## config.mk

```make
export PLATFORM = sky130hd
export DESIGN_NAME = frac_time_accum
export DESIGN_NICKNAME = d
export VERILOG_FILES = /design/src/rtl/ftacc_pkg.sv /design/src/rtl/ftacc_rst_sync.sv /design/src/rtl/ftacc_rem.sv /design/src/rtl/ftacc_time.sv /design/src/rtl/frac_time_accum.sv
export SDC_FILE = /design/constraint.sdc
export NUM_CORES = 1
export LEC_CHECK = 0
export BUFFER_PORTS_ARGS = -buffer_cell sky130_fd_sc_hd__buf_2
export CORE_MARGIN = 1.5
export CORE_UTILIZATION = 55
export CTS_CLUSTER_DIAMETER = 100
export CTS_CLUSTER_SIZE = 12
export DETAILED_ROUTE_END_ITERATION = 8
export PLACE_DENSITY = 0.9
export SYNTH_ARGS = -nofsm -noshare
export SYNTH_HDL_FRONTEND = slang
export SYNTH_SLANG_ARGS = --single-unit
```

## constraint.sdc

```tcl
create_clock -name clk -period 1.6 [get_ports clk]
set_input_delay 0.08 -clock clk [delete_from_list [all_inputs] [get_ports clk]]
set_output_delay 0.08 -clock clk [all_outputs]
set_load 0.05 [all_outputs]
```

## src/rtl/ftacc_pkg.sv

```systemverilog
package ftacc_pkg;

  // Action applied to the accumulators at the next clock edge
  typedef enum logic [1:0] {
    ADV_HOLD  = 2'd0,
    ADV_STEP  = 2'd1,
    ADV_CARRY = 2'd2,
    ADV_CLEAR = 2'd3
  } adv_e;

  // Width of the residue register for a given modulus (at least one bit)
  function automatic int err_width(input int modulus);
    return (modulus <= 2) ? 1 : $clog2(modulus);
  endfunction

endpackage

```

## src/rtl/ftacc_rst_sync.sv

```systemverilog
module ftacc_rst_sync #(
  parameter int STAGES = 2
) (
  input  logic clk,
  input  logic rst_n_i,
  output logic rst_n_o
);

  logic [STAGES-1:0] sync_q;
  logic [STAGES-1:0] sync_d;

  always_comb begin
    sync_d = {sync_q[STAGES-2:0], 1'b1};
  end

  always_ff @(posedge clk or negedge rst_n_i) begin
    if (!rst_n_i) begin
      sync_q <= '0;
    end else begin
      sync_q <= sync_d;
    end
  end

  assign rst_n_o = sync_q[STAGES-1];

endmodule

```

## src/rtl/ftacc_rem.sv

```systemverilog
module ftacc_rem
  import ftacc_pkg::*;
#(
  parameter int MODULUS  = 10,
  parameter int STEP_REM = 6,
  parameter int ERR_W    = err_width(MODULUS)
) (
  input  logic             clk,
  input  logic             rst_n,
  input  adv_e             act_i,
  output logic [ERR_W-1:0] err_o,
  output logic             carry_o
);

  generate
    if (STEP_REM == 0) begin : g_exact
      // The step is exact: there is no residue to keep
      logic unused_ok;
      assign unused_ok = ^{clk, rst_n, act_i};
      assign err_o     = '0;
      assign carry_o   = 1'b0;
    end else begin : g_frac
      localparam int SUM_W = ERR_W + 1;
      localparam logic [SUM_W-1:0] REM_S = SUM_W'(STEP_REM);
      localparam logic [SUM_W-1:0] MOD_S = SUM_W'(MODULUS);

      logic [ERR_W-1:0] err_q;
      logic [ERR_W-1:0] err_d;
      logic [SUM_W-1:0] sum;
      logic             ovf;

      assign sum     = {1'b0, err_q} + REM_S;
      assign ovf     = (sum >= MOD_S);
      assign carry_o = ovf;

      always_comb begin
        err_d = err_q;
        unique case (act_i)
          ADV_CLEAR:           err_d = '0;
          ADV_STEP, ADV_CARRY: err_d = ovf ? ERR_W'(sum - MOD_S) : ERR_W'(sum);
          default:             err_d = err_q;
        endcase
      end

      always_ff @(posedge clk or negedge rst_n) begin
        if (!rst_n) begin
          err_q <= '0;
        end else if (act_i != ADV_HOLD) begin
          err_q <= err_d;
        end
      end

      assign err_o = err_q;
    end
  endgenerate

endmodule

```

## src/rtl/ftacc_time.sv

```systemverilog
module ftacc_time
  import ftacc_pkg::*;
#(
  parameter int TIME_W   = 32,
  parameter int STEP_INT = 25
) (
  input  logic              clk,
  input  logic              rst_n,
  input  adv_e              act_i,
  output logic [TIME_W-1:0] time_o
);

  localparam logic [TIME_W-1:0] STEP_T  = TIME_W'(STEP_INT);
  localparam logic [TIME_W-1:0] STEP_T1 = TIME_W'(STEP_INT + 1);

  logic [TIME_W-1:0] time_q;
  logic [TIME_W-1:0] time_d;

  always_comb begin
    time_d = time_q;
    unique case (act_i)
      ADV_CLEAR: time_d = '0;
      ADV_STEP:  time_d = time_q + STEP_T;
      ADV_CARRY: time_d = time_q + STEP_T1;
      default:   time_d = time_q;
    endcase
  end

  always_ff @(posedge clk or negedge rst_n) begin
    if (!rst_n) begin
      time_q <= '0;
    end else if (act_i != ADV_HOLD) begin
      time_q <= time_d;
    end
  end

  assign time_o = time_q;

endmodule

```

## src/rtl/frac_time_accum.sv

```systemverilog
module frac_time_accum
  import ftacc_pkg::*;
#(
  parameter int TIME_W   = 32,
  parameter int STEP_INT = 25,
  parameter int STEP_REM = 6,
  parameter int MODULUS  = 10,
  localparam int ERR_W   = err_width(MODULUS)
) (
  input  logic              clk,
  input  logic              rst_n,
  input  logic              clr_i,
  input  logic              tick_i,
  output logic [TIME_W-1:0] time_o,
  output logic [ERR_W-1:0]  err_o
);

  logic rst_q_n;
  logic carry;
  adv_e act;

  ftacc_rst_sync #(
    .STAGES (2)
  ) u_rst (
    .clk     (clk),
    .rst_n_i (rst_n),
    .rst_n_o (rst_q_n)
  );

  // Clear wins over tick; a tick carries when the residue overflows
  always_comb begin
    if (clr_i) begin
      act = ADV_CLEAR;
    end else if (tick_i) begin
      act = carry ? ADV_CARRY : ADV_STEP;
    end else begin
      act = ADV_HOLD;
    end
  end

  ftacc_rem #(
    .MODULUS  (MODULUS),
    .STEP_REM (STEP_REM),
    .ERR_W    (ERR_W)
  ) u_rem (
    .clk     (clk),
    .rst_n   (rst_q_n),
    .act_i   (act),
    .err_o   (err_o),
    .carry_o (carry)
  );

  ftacc_time #(
    .TIME_W   (TIME_W),
    .STEP_INT (STEP_INT)
  ) u_time (
    .clk    (clk),
    .rst_n  (rst_q_n),
    .act_i  (act),
    .time_o (time_o)
  );

endmodule

```

==> impl_metrics.toml <==
[die]
die_h_um = 65.77
floorplan.initialDensity = 0.5832
io_pins = 40
fp.dieW_um = 65.77
fp.coreArea_mm2 = 0.003716
fp.dieArea_mm2 = 0.004326
fp-row-count = 22

[timing]
final-hold-violation-count = 0
final.min_clock_period_ns = 2.356
min_period_over_period = 1.473
fmax_ghz = 0.4244
hold_ws_ns = 0.1087
rsz0062_at_grt = "true"
maxSlewViolCount = 0
setup_ws_ns = -0.7562
finalSetupViolCount = 35
clock_skew_ns = 0.005052
finalSetupTns_ns = -19.06

[critical_path]
r2r-end = "u_time.time_o[29]$_DFFE_PN0P_"
worstSetupStartpointType = "register"
crit_buf_inv = 4
critPathRequiredTime_ns = 1.79
cp_top_family = "buffers and inverters"
crit_chain = "inv_2 > ha_4 > nor2_4 > a211oi_4 > buf_4 > o211ai_1 > buf_4 > buf_6 > nand4_1 > xor2_1 > nor2_1"
critPathCaptureType = "register"
rr_startpoint = "u_rem.err_o[1]$_DFFE_PN0P_"
rr_worst_depth = 11
crit_arrival_ns = 2.54
r2r_slack_ns = -0.76
max_stage_delay_ns = 0.43
cp_max_fo = 5
cp_common_cell = "buf_4"
cp_num_cells = 11
crit_type = "register to register"
slowest_stage = "dfrtp_2"

[place]
gp_congestion = 0.8809
port_buffers = 38
dpl.hpwl_um = 4751

[grt]
grt.overflow.total = 0
grt_pass1_wl_um = 14060
grt_use_total = 0.4413
antenna_found_initial = 0
grt_start_max_net_pins = 37
first_global_vias = 2668

[synth]
async_reset_ff_frac = 1.000
synth.top_cell.area_share = 0.4273
ys_seq_elements = 37
netlist_area_mm2 = 0.002167
yosys.area.top_type = "dfrtp_1"
synth-edff-count = 0
ys_types = 49
synth_area_per_cell_um2 = 8.881
yosysWarnings = 0
ys_seq_area_frac = 0.4273
syn_inst = 244
synth_ff_type = "dfrtp_1"
synth_fp_nets = 252
synthTopCellsByArea = "dfrtp_1, nor2_1, xor2_1"

[run]
cap_viol_max_count = 0

[clock_network]
cts_root_buf = "clkbuf_8"
cts_num_sinks = 37
clockBufferDepth = 2
insertion_delay_ns = 0.31
numCtsBuffers = 5
cts_tree = "done"
htree_levels = 2
cts.clk_slew.worst_paths_ns = 0.08

[routing]
first_pass_iters = 9
antenna_left = 0
drc = 4
viasPerCell = 7.412
dr.first_iter.drc_count = 701
drt-total-wl_um = 11940
vias = 3039
wl_per_cell_um = 29.13

[layout]
drive_gt1_frac = 0.5276
nFillCells = 90
layout.nets = 369
final_util = 0.9539
antenna_cells = 0
syn_to_final_growth_pct = 63.57

[power]
p_int_mw = 2.760
p_clk_frac = 0.184
p_comb_frac = 0.593
switching_share = 0.4386
ir_drop_mv = 0.8967
p_sw_mw = 2.156
seqPwrFrac = 0.223
power.leakage_nw = 1.619
power.density_mw_per_mm2 = 1387

[run_status]
status = "complete, but fails checks"
violations = "DRC, setup timing"

[hold_path]
min_path_type = "primary input to async pin"
[worst max-delay path by stage]
stage | end | start
floorplan | u_time.time_o[12]$_DFFE_PN0P_ | u_rem.err_o[1]$_DFFE_PN0P_
global placement | u_time.time_o[24]$_DFFE_PN0P_ | u_rem.err_o[1]$_DFFE_PN0P_
detailed placement | u_time.time_o[12]$_DFFE_PN0P_ | u_rem.err_o[1]$_DFFE_PN0P_
CTS | u_time.time_o[24]$_DFFE_PN0P_ | u_rem.err_o[1]$_DFFE_PN0P_
global route | u_time.time_o[10]$_DFFE_PN0P_ | u_rem.err_o[1]$_DFFE_PN0P_
finish | u_time.time_o[29]$_DFFE_PN0P_ | u_rem.err_o[1]$_DFFE_PN0P_
[cells by family after synthesis]
family,Yosys count,synth area share
AO/OA/AOI/OAI,47,0.1507
AND/OR/NAND/NOR,114,0.2691
other,2,0.003465
buffers and inverters,17,0.03175
XOR/XNOR,21,0.08487
adder cells (fa/ha/maj),4,0.02310
flip-flops,37,0.4273
multiplexers,2,0.009815
[stage by stage]
step | setup slack (ns) | instances | area (um2) | power, mW
2_1_floorplan | -0.6331 | 244 | 2261 | 2.225
3_3_place_gp | -0.3904 | 388 | 2982 | 2.861
3_5_place_dp | -0.5098 | 388 | 2982 | 2.942
4_1_cts | -0.4761 | 404 | 3311 | 4.150
5_1_grt | -0.7520 | 410 | 3545 | 4.975
6_report | -0.7562 | 410 | 3545 | 4.916
[what timing repair did]
| action | in CTS | in global routing |
|---|---|---|
| endpoints found under the hold margin | 2 | 0 |
| resized for setup | 29 | 41 |
| gates cloned | 1 | 0 |
| setup endpoints to repair | 33 | 34 |
| pin swaps | 32 | 17 |
| buffers inserted | 6 | 7 |
| hold buffers | 1 | 0 |
[power groups by stage]
| stage | clock network, mW | registers [mW] | logic [mW] |
|---|---|---|---|
| 4_1_cts | 0.855 | 1.07 | 2.22 |
| 3_5_place_dp | 0 | 1.09 | 1.85 |
| 5_1_grt | 0.936 | 1.10 | 2.94 |
| 2_1_floorplan | 0 | 1.34 | 0.883 |
| 3_3_place_gp | 0 | 1.08 | 1.78 |
| 6_report | 0.904 | 1.09 | 2.92 |
[synthesized netlist by cell type (3+ instances only)]
cell and instances:
a31o_2 3, nand2_1 21, dfrtp_1 37, xnor2_1 9, nor3_1 3, nor2_1 39, inv_1 9, nand3_1 13
o21ai_0 13, nand4_1 9, a22oi_1 3, a21oi_1 10, xor2_1 12, clkbuf_1 6, or3_1 6, o31ai_1 3
a31oi_1 4, and2_1 4, ha_1 4
[cells in the final DEF (no fill, tap or decap), types with 3 or more instances in the layout]
cell,Yosys,layout
a21oi_1,10,4
a21oi_2,0,6
a22oi_1,3,3
a31o_4,1,4
a31oi_4,0,3
and2_1,4,4
buf_2,1,38
buf_4,1,66
buf_6,0,11
clkbuf_8,0,6
dfrtp_1,37,31
dfrtp_2,0,6
inv_1,9,7
nand2_1,21,16
nand2_4,0,4
nand3_1,13,6
nand3_2,1,5
nand3_4,0,3
nand4_1,9,9
nor2_1,39,38
nor2_4,0,3
o21ai_0,13,4
o21ai_1,0,5
o21ai_4,0,3
or3_1,6,5
xnor2_1,9,5
xnor2_2,0,4
xor2_1,12,12
[flip-flops by register name, indices dropped and copies added, names as in the netlist]
signal / count
u_rst.sync_q: 2
u_time.time_o: 32
u_rem.err_o: 3
[routing by layer]
metal | wire [um] | GRT usage | share of wire | vias to the layer above
met4 | 1434 | 0.2943 | 0.12 | 0
met3 | 1806 | 0.1210 | 0.15 | 177
met1 | 3773 | 0.5301 | 0.32 | 1354
met5 | 0 | 0 | 0 | -
li1 | - | - | - | 1099
met2 | 4928 | 0.6894 | 0.41 | 409
[layout make-up]
type	instances	area, um2	area share
Tap cell	48	60.06	0.01694
Multi-Input combinational cell	191	1562	0.4405
Timing Repair Buffer	117	839.6	0.2369
Clock inverter	1	30.03	0.008472
Sequential cell	37	933.4	0.2633
Inverter	9	33.78	0.009531
Clock buffer	7	86.33	0.02436
Note: power is estimated with default switching activity, not from simulation.
